--- src/rtl/ppn_pkg.sv ---
package ppn_pkg;

    // Operator encodings used by the prefix network
    typedef enum logic [2:0] {
        OP_AND   = 3'd0,
        OP_OR    = 3'd1,
        OP_XOR   = 3'd2,
        OP_ADD   = 3'd3,
        OP_FIRST = 3'd4   // keep-left: a o b = a (associative, not commutative)
    } op_e;

    // Depth of the recursive network in operator levels (informational)
    function automatic int unsigned ppn_levels(input int unsigned n);
        int unsigned lv;
        int unsigned m;
        lv = 0;
        m  = n;
        while (m > 1) begin
            if (m % 2 == 1) begin
                lv = lv + 1;
                m  = m - 1;
            end else begin
                lv = lv + 2;
                m  = m / 2;
            end
        end
        return lv;
    endfunction

endpackage

--- src/rtl/ppn_op_cell.sv ---
module ppn_op_cell #(
    parameter int unsigned  W  = 8,
    parameter ppn_pkg::op_e OP = ppn_pkg::OP_ADD
) (
    input  logic [W-1:0] lhs,
    input  logic [W-1:0] rhs,
    output logic [W-1:0] res
);
    import ppn_pkg::*;

    // One operator instance; lhs is always the higher-indexed operand
    always_comb begin
        case (OP)
            OP_AND:   res = lhs & rhs;
            OP_OR:    res = lhs | rhs;
            OP_XOR:   res = lhs ^ rhs;
            OP_ADD:   res = lhs + rhs;
            default:  res = lhs;
        endcase
    end
endmodule

--- src/rtl/ppn_core.sv ---
module ppn_core #(
    parameter int unsigned  N  = 8,
    parameter int unsigned  W  = 8,
    parameter ppn_pkg::op_e OP = ppn_pkg::OP_ADD
) (
    input  logic [N-1:0][W-1:0] x_in,
    output logic [N-1:0][W-1:0] y_out
);
    localparam bit          IS_ODD = (N % 2) == 1;
    localparam int unsigned HALF   = N / 2;

    generate
        if (N == 1) begin : g_leaf
            assign y_out[0] = x_in[0];
        end else if (IS_ODD) begin : g_odd
            // Network for N-1, then one extra operator on the top element
            logic [N-2:0][W-1:0] y_low;
            ppn_core #(.N(N-1), .W(W), .OP(OP)) u_low (
                .x_in  (x_in[N-2:0]),
                .y_out (y_low)
            );
            assign y_out[N-2:0] = y_low;
            ppn_op_cell #(.W(W), .OP(OP)) u_top (
                .lhs (x_in[N-1]),
                .rhs (y_low[N-2]),
                .res (y_out[N-1])
            );
        end else begin : g_even
            logic [HALF-1:0][W-1:0] pair_v;
            logic [HALF-1:0][W-1:0] half_y;

            // Stage 1: merge adjacent pairs, odd element on the left
            for (genvar i = 0; i < HALF; i++) begin : g_pair
                ppn_op_cell #(.W(W), .OP(OP)) u_pair (
                    .lhs (x_in[2*i+1]),
                    .rhs (x_in[2*i]),
                    .res (pair_v[i])
                );
            end

            // Stage 2: half-size prefix problem
            ppn_core #(.N(HALF), .W(W), .OP(OP)) u_half (
                .x_in  (pair_v),
                .y_out (half_y)
            );

            // Stage 3: odd outputs copied, even outputs fixed up
            for (genvar i = 0; i < HALF; i++) begin : g_fix
                assign y_out[2*i+1] = half_y[i];
                if (i == 0) begin : g_base
                    assign y_out[0] = x_in[0];
                end else begin : g_even_out
                    ppn_op_cell #(.W(W), .OP(OP)) u_fix (
                        .lhs (x_in[2*i]),
                        .rhs (half_y[i-1]),
                        .res (y_out[2*i])
                    );
                end
            end
        end
    endgenerate
endmodule

--- src/rtl/ppn_top.sv ---
module ppn_top #(
    parameter int unsigned  N  = 12,
    parameter int unsigned  W  = 8,
    parameter ppn_pkg::op_e OP = ppn_pkg::OP_ADD
) (
    input  logic [N-1:0][W-1:0] x_in,
    output logic [N-1:0][W-1:0] y_out
);
    import ppn_pkg::*;

    localparam int unsigned LEVELS = ppn_levels(N);

    ppn_core #(.N(N), .W(W), .OP(OP)) u_core (
        .x_in  (x_in),
        .y_out (y_out)
    );

    // Linear-chain reference used only by the assertions below
    logic [N-1:0][W-1:0] chain_ref;
    assign chain_ref[0] = x_in[0];
    generate
        for (genvar i = 1; i < N; i++) begin : g_chk
            ppn_op_cell #(.W(W), .OP(OP)) u_chk (
                .lhs (x_in[i]),
                .rhs (y_out[i-1]),
                .res (chain_ref[i])
            );
        end
    endgenerate

    always_comb begin
        p_base_r2: assert (y_out[0] == x_in[0])
            else $error("y_out[0] differs from x_in[0] (levels=%0d)", LEVELS);
        for (int i = 1; i < N; i++) begin
            p_chain_r1: assert (y_out[i] == chain_ref[i])
                else $error("prefix %0d breaks the recurrence", i);
        end
    end

    generate
        if (OP == OP_FIRST) begin : g_a_first
            always_comb begin
                p_keep_left_r3: assert (y_out == x_in)
                    else $error("keep-left prefix differs from input");
            end
        end
        if (OP == OP_AND) begin : g_a_and
            always_comb begin
                for (int i = 1; i < N; i++) begin
                    p_and_mono_r7: assert ((y_out[i] & ~y_out[i-1]) == '0)
                        else $error("AND prefix %0d gained a bit", i);
                end
            end
        end
        if (OP == OP_OR) begin : g_a_or
            always_comb begin
                for (int i = 1; i < N; i++) begin
                    p_or_mono_r7: assert ((y_out[i-1] & ~y_out[i]) == '0)
                        else $error("OR prefix %0d lost a bit", i);
                end
            end
        end
    endgenerate
endmodule

--- config.mk ---
export PLATFORM = sky130hd
export DESIGN_NAME = ppn_top
export DESIGN_NICKNAME = d
export VERILOG_FILES = /design/src/rtl/ppn_pkg.sv /design/src/rtl/ppn_op_cell.sv /design/src/rtl/ppn_core.sv /design/src/rtl/ppn_top.sv
export SDC_FILE = /design/constraint.sdc
export NUM_CORES = 1
export LEC_CHECK = 0
export ABC_AREA = 1
export BUFFER_PORTS_ARGS = -buffer_cell sky130_fd_sc_hd__buf_4
export CAP_MARGIN = 20
export CORE_MARGIN = 3
export CORE_UTILIZATION = 30
export DETAILED_ROUTE_END_ITERATION = 16
export PLACE_DENSITY = 0.56
export SLEW_MARGIN = 10
export SYNTH_ARGS = -nofsm -noshare
export SYNTH_HDL_FRONTEND = slang
export SYNTH_SLANG_ARGS = --single-unit
export TNS_END_PERCENT = 100
--- constraint.sdc ---
create_clock -name vclk -period 6.3
set_clock_uncertainty 0.05 [all_clocks]
set_input_delay 0.315 -clock vclk [all_inputs]
set_output_delay 0.315 -clock vclk [all_outputs]
set_load 0.01 [all_outputs]
Word level (Yosys, flattened, before mapping)
Cells that the tools add are included.
Storage, ports and cells
  bits in registers: 0
  word-level logic and storage cells: 18
  output and inout port bits: 96
Operators by class
  $add $sub $neg: 18
Operator list (count)
  8-bit adder: 18

Logic depth before layout (Yosys ltp)
Gate-level depths: netlist (run 1).
  word-level depth: 5
  mapped depth: 33

By module
Synthesis (run 1) repeated with hierarchy kept, for this count alone.
Unflattened totals
  cells, all modules: 1112
  area, all modules: 6790.3 µm²
By module, submodules not included
  ppn_op_cell at u_core.g_even.g_fix[1].g_even_out.u_fix ...: cells each 60, area an instance 361.6 µm², sequential area each 0.0 µm², instances 15
  ppn_op_cell at u_core.g_even.u_half.g_even.g_pair[2].u_pair ...: cells each 60, area an instance 375.4 µm², sequential area each 0.0 µm², instances 3
  ppn_core at u_core ...: cells each 8, area an instance 60.1 µm², sequential area each 0.0 µm², instances 4

Worst setup path before layout (run 1)
OpenSTA, ideal clock, no wires.
  path kind: input port to output port
  start: input port x_in[0] in the netlist's numbering
  end: output port y_out[95] in the netlist's numbering
  arrival: 6.627 ns
  setup slack: -0.692 ns
  path buffers: 0
  stages: 24
  path through: ha_1 fa_1 fa_1 ha_1 fa_1 fa_1 inv_1 fa_1 inv_1 fa_1 xor2_1 inv_1 fa_1 inv_1 fa_1 ha_1 nand2_1 o21ai_0 nand2_1 nand2_1 a21oi_1 xor2_1 xor2_1 inv_1
RTL lines
  start: declaration: line ppn_top.sv:6  | input logic [N-1:0][W-1:0] x_in,
  end: declaration: line ppn_top.sv:7  | output logic [N-1:0][W-1:0] y_out

==> results of run 1 <==
cell usage in the layout, fill, tap and decap left out, types with 6 or more instances in the layout:
master	Yosys	layout
nor2_2	2	6
xnor2_1	21	16
inv_1	157	132
nand2_1	78	68
a21o_1	7	7
o21ai_0	15	7
ha_4	0	22
nand3_1	28	23
inv_2	3	27
buf_6	0	18
nand2_4	4	6
xor2_1	62	52
nand3_2	10	15
buf_4	8	262
a21oi_2	1	15
nor2_1	18	14
nand2_2	9	17
fa_1	45	41
xor2_2	1	7
a21oi_1	47	29
ha_1	89	65
o21ai_2	0	6
cell type report:
class / instances / area [sq um]
fillers: 1550 / 7510
multi-input cells: 467 / 4760
well taps: 211 / 264
repair buffers: 281 / 2180
inverters: 160 / 603
Yosys cell counts (2+ instances only):
library cell / count
ha_1: 89
nand3_1: 28
o211ai_1: 2
nand3_2: 10
a21o_1: 7
nand2_1: 78
o21bai_1: 6
o21ai_1: 3
xor2_1: 62
o21ai_0: 15
and2_1: 5
or2_1: 3
inv_1: 157
a31oi_1: 6
nand2_4: 4
nor2_2: 2
nor2_1: 18
xnor2_1: 21
buf_4: 8
inv_2: 3
a21oi_1: 47
nand2_2: 9
fa_1: 45
cells by family after synthesis:
| kind of cell | Yosys count | share of synthesized area [%] |
|---|---|---|
| AO/OA/AOI/OAI | 88 | 10.5 |
| buffers and inverters | 168 | 14.0 |
| XOR/XNOR | 85 | 16.1 |
| adder cells (fa/ha/maj) | 134 | 42.6 |
| AND/OR/NAND/NOR | 160 | 16.8 |
stage by stage:
| step | instances | instance area [sq um] |
|---|---|---|
| 2_1_floorplan | 635 | 4960 |
| 3_3_place_gp | 1095 | 7090 |
| 3_5_place_dp | 1095 | 7090 |
| 4_1_cts | 1109 | 7470 |
| 5_1_grt | 1119 | 7810 |
| 6_report | 1119 | 7810 |
final timing paths:
check                from         to  slack [ns]  cells after the start
hold / removal    x_in[0]   y_out[0]        0.76                      2
setup / recovery  x_in[0]  y_out[95]       -0.33                     31
repair_timing:
item | in CTS | in global routing
pin swaps | 42 | 44
endpoints found under the setup margin | 7 | 11
setup buffers | 14 | 18
gates resized for setup | 51 | 64
layer usage:
metal	GRT usage (%)	vias to the layer above	part of all wire, %
li1	-	2524	-
met1	19.0	2205	40
met2	32.4	129	53
met3	3.48	0	7.0
met4	0	0	0
met5	0	-	0
==> results.md, run 1 <==
- Post-route setup TNS: -0.983 ns
- Kind of cell adding the most delay to the critical path: adder cells
- Post-Syn Area: between 4000 and 5000 sq um
- CP most frequent cell: fa_1
- Port buffer count: approximately 190
- Least-Margin Pin Slew: 0.419 ns
- Die area: 17300 sq um
- RSZ-0062 raised after global routing: yes
- Sequential-to-total area share from yosys stat: 0%
- Post-Route WL: ~15000 um
- CP Capture Type: primary output
- Max-Slew Margin vs Limit: between 70% and 80%
- Hold_buf cts: 0
- Top cell type's share of synthesized area: between 20% and 30%
- Arrival time worst endpoint: 6.27 ns
- Status: finished, violations left
- Initial Util: between 30% and 40%
- Die X: between 100 and 150 um
- Via count: roughly 4900
- F_max: approximately 150 MHz
- Pre-Repair DR Iteration Count: 4
- Sequential Area: 0 sq um
- Worst Path Required: between 5 and 6 ns
- Crit Path Category: in -> out
- Failing checks: setup timing
- GRT Resource Usage Total: around 16%
- Largest net degree at the start of global routing: 6
- Share of cells above drive strength 1: 47.5%
- Gr ovfl total: 0
- Synth warnings: 0
- CP Launch Type: input pin
- Number of global-route vias before repair: roughly 5000
- IO Pins: between 150 and 200
- Clock Buffer Count: 0
- Hpwl dp: about 13000 um
- Synthesized instance count: between 600 and 700
- Site Rows: between 40 and 50
- Fin crit share: 105%
- CP Buf/Inv Count: 10
- Largest area contributor in the netlist: ha_1
- Syn_nets: between 800 and 900
- Final Worst Setup Slack: -0.333 ns
- Max-slew violations: 0
- Synth top area cells: ha_1, fa_1, inv_1, xor2_1, nand2_1
- Final min period: 6.63 ns
- Initial antenna violation count: 0
- DR DRC count: 0
- First-pass GRT wire length: approximately 24000 um
- Routability cong.: between 0.8 and 0.9
- Largest fanout on the critical path: 4
- Unique masters post-synth: 30
- DRT iter0 DRCs: 88
- Layout Area Growth over Synthesis: 65.3%
- Hold Path Class: in -> out
- Endpoints failing setup: 5
- Max-cap viol count: 0
- Seq cells: 0
- Final Hold Vio Count: 0
- Setup WS pre-CTS: -0.528 ns
- Antenna viol nets, final: 0
- Vias per inst: 4.34
- Core Box Area: ~15000 sq um
- Final core occ: around half
- Final #Nets: 1140
- Syn Area/Cell: 7.44 sq um
- DR WL/cell: between 10 and 15 um
- Hold WS: approximately 0.76 ns
- Crit-path max cell delay: roughly 0.53 ns
- Antenna Cells: 0
- CP max stage cell: fa_1
- Chip height: 131 um
Power of run 1 is not shown: default switching activity piles up to over one toggle a cycle in this logic, so the estimate is an artifact.
==> inputs of run 2 (changes only) <==
--- a/config.mk
+++ b/config.mk
@@ -5,13 +5,12 @@
 export SDC_FILE = /design/constraint.sdc
 export NUM_CORES = 1
 export LEC_CHECK = 0
-export ABC_AREA = 1
 export BUFFER_PORTS_ARGS = -buffer_cell sky130_fd_sc_hd__buf_4
 export CAP_MARGIN = 20
 export CORE_MARGIN = 3
 export CORE_UTILIZATION = 30
 export DETAILED_ROUTE_END_ITERATION = 16
-export PLACE_DENSITY = 0.56
+export PLACE_DENSITY = 0.57
 export SLEW_MARGIN = 10
 export SYNTH_ARGS = -nofsm -noshare
 export SYNTH_HDL_FRONTEND = slang
==> results.md, run 2 <==
- Status: finished, violations left (unchanged)
- Failing checks: setup timing (unchanged)
- Final Hold Vio Count: 0 (unchanged)
- Kind of cell adding the most delay to the critical path: adder cells (unchanged)
- Die area: 16000 sq um (was 17300 sq um)
- Share of cells above drive strength 1: 50.8% (was 47.5%)
- Fin crit share: 108% (was 105%)
- Post-Syn Area: 4370 sq um (was 4720 sq um)
- Largest net degree at the start of global routing: 10 (was 6)
- CP Capture Type: primary output (unchanged)
- Worst Path Required: 5.93 ns (about the same)
- Placed cell areas: 6790 sq um (was 7090 sq um)
- Most frequent cells after synthesis: inv_1, ha_1, xnor2_1 (was inv_1, ha_1, nand2_1)
- DR DRC count: 0 (unchanged)
- Synth warnings: 0 (unchanged)
- Post-Route WL: 13400 um (was 14700 um)
- Chip height: 127 um (was 131 um)
- Max-Slew Margin vs Limit: 67.7% (was 72.0%)
- Via count: 4261 (was 4858)
- Commonest non-fill, non-tap cell in the layout: buf_4 (unchanged)
- Hpwl dp: 12000 um (was 13100 um)
- Max-cap viol count: 0 (unchanged)
- Sequential Area: 0 sq um (unchanged)
- Gr ovfl total: 0 (unchanged)
- GRT Resource Usage Total: 16.2% (was 16.4%)
- Hold Path Class: in -> out (unchanged)
- Max-slew violations: 0 (unchanged)
- CP Buf/Inv Count: 9 (was 10)
- Filler cells: 1278 (was 1550)
- Site Rows: 43 (was 45)
- Arrival time worst endpoint: 6.45 ns (was 6.27 ns)
- Antenna viol nets, final: 0 (unchanged)
- Fin area: 7530 sq um (was 7810 sq um)
- IO Pins: 192 (unchanged)
- Core Box Area: 14000 sq um (was 15300 sq um)
- RSZ-0062 raised after global routing: yes (unchanged)
- Seq cells: 0 (unchanged)
- Die X: 127 um (was 131 um)
- Synthesized instance count: 503 (was 635)
- CP Launch Type: input pin (unchanged)
- Endpoints failing setup: 6 (was 5)
- Unique masters post-synth: 33 (was 30)
- Syn Area/Cell: 8.68 sq um (was 7.44 sq um)
- Hold_buf cts: 0 (unchanged)
- Synth top area cells: ha_1, fa_1, xnor2_1, inv_1, a21oi_1 (was ha_1, fa_1, inv_1, xor2_1, nand2_1)
- Sequential-to-total area share from yosys stat: 0% (unchanged)
- Pre-Repair DR Iteration Count: 6 (was 4)
- Final #Nets: 1001 (was 1140)
- First-pass GRT wire length: 21800 um (was 23900 um)
- Vias per inst: 4.49 (was 4.34)
- DR WL/cell: 14.1 um (was 13.1 um)
- Syn_nets: 733 (was 865)
- Commonest non-fill, non-tap cells in the layout: buf_4, inv_1, ha_1, xnor2_1, fa_1 (was buf_4, inv_1, nand2_1, ha_1, xor2_1)
- Crit-path max cell delay: 0.53 ns (about the same)
- Initial Util: 31.1% (was 30.8%)
- CP max stage cell: fa_1 (unchanged)
- Largest fanout on the critical path: 3 (was 4)
- Area of the multi-input gates: 4790 sq um (was 4760 sq um)
- Final min period: 6.82 ns (was 6.63 ns)
- Final Worst Setup Slack: -0.515 ns (was -0.333 ns)
- F_max: 147 MHz (was 151 MHz)
- Largest area contributor in the netlist: ha_1 (unchanged)
- Least-Margin Pin Slew: 0.478 ns (was 0.419 ns)
- Port buffer count: 192 (unchanged)
- Top cell type's share of synthesized area: 25.5% (was 23.6%)
- Clock Buffer Count: 0 (unchanged)
- Antenna Cells: 0 (unchanged)
- Routability cong.: 0.804 (was 0.829)
- Layout Area Growth over Synthesis: 72.4% (was 65.3%)
- Crit Path Category: in -> out (unchanged)
- Number of global-route vias before repair: 4543 (was 5049)
- DRT iter0 DRCs: 76 (was 88)
- Initial antenna violation count: 0 (unchanged)
- Count leader, synth: inv_1 (unchanged)
==> run 2: cell types whose count changed in the layout (fill, tap and decap cells not counted), moves of 9 or more <==
cell     before  now
nand3_1      23    1
inv_1       132   80
nand2_1      68    4
xor2_1       52   22
a21o_1        7   21
xnor2_1      16   50
nand3_2      15    0
buf_4       262  253
inv_2        27   18
nand2_2      17    1
==> run 2: final cells by class <==
cell class | count | area share [%]
multi-input cells | 396 | 63.6
repair buffers | 274 | 28.4
inverters | 99 | 4.97
well taps | 180 | 2.99
==> run 2: timing repair <==
action,in CTS,in global routing
resized for setup,63,49
setup endpoints to repair,9,9
pin swaps,41,36
setup buffers,9,9
endpoints found under the hold margin,0,0
==> run 2: cells by family after synthesis <==
kind of cell | share of synthesized area [%]
AOI/OAI and AO/OA | 18.1
xor gates and xnor gates | 21.7
adders and majority gates | 46.3
buffers and inverters | 9.88
and+or+nand+nor | 3.90
==> run 2: routing by layer <==
metal | share of wire, % | global-route usage [%] | wire length, um | vias to the layer above
met4 | 0.94 | 1.39 | 126 | 0
met1 | 43 | 21.2 | 5760 | 1975
met2 | 52 | 30.1 | 6950 | 91
met3 | 4.0 | 1.22 | 535 | 6
met5 | 0 | 0 | 0 | -
li1 | - | - | - | 2189
==> run 2: metrics by stage <==
stage / hold slack (ns) / worst slack (ns) / TNS [ns] / std cells / util (%)
after floorplan: 0.672 / -0.414 / -0.474 / 503 / -
after global placement: 0.772 / -0.682 / -2.71 / 932 / 48.3
after detailed placement: 0.773 / -0.717 / -2.82 / 932 / 48.3
after CTS: 0.770 / -0.600 / -1.84 / 941 / 51.3
after global routing: 0.778 / -0.795 / -2.94 / 949 / 53.6
final: 0.767 / -0.515 / -1.45 / 949 / 53.6
==> run 2: path summary, 6_finish.rpt <==
check	start	to	slack (ns)	cells past startpoint
hold / removal	x_in[0]	y_out[0]	0.77	2
setup / recovery	x_in[0]	y_out[95]	-0.52	31
Power of run 2 is left out for the same reason.
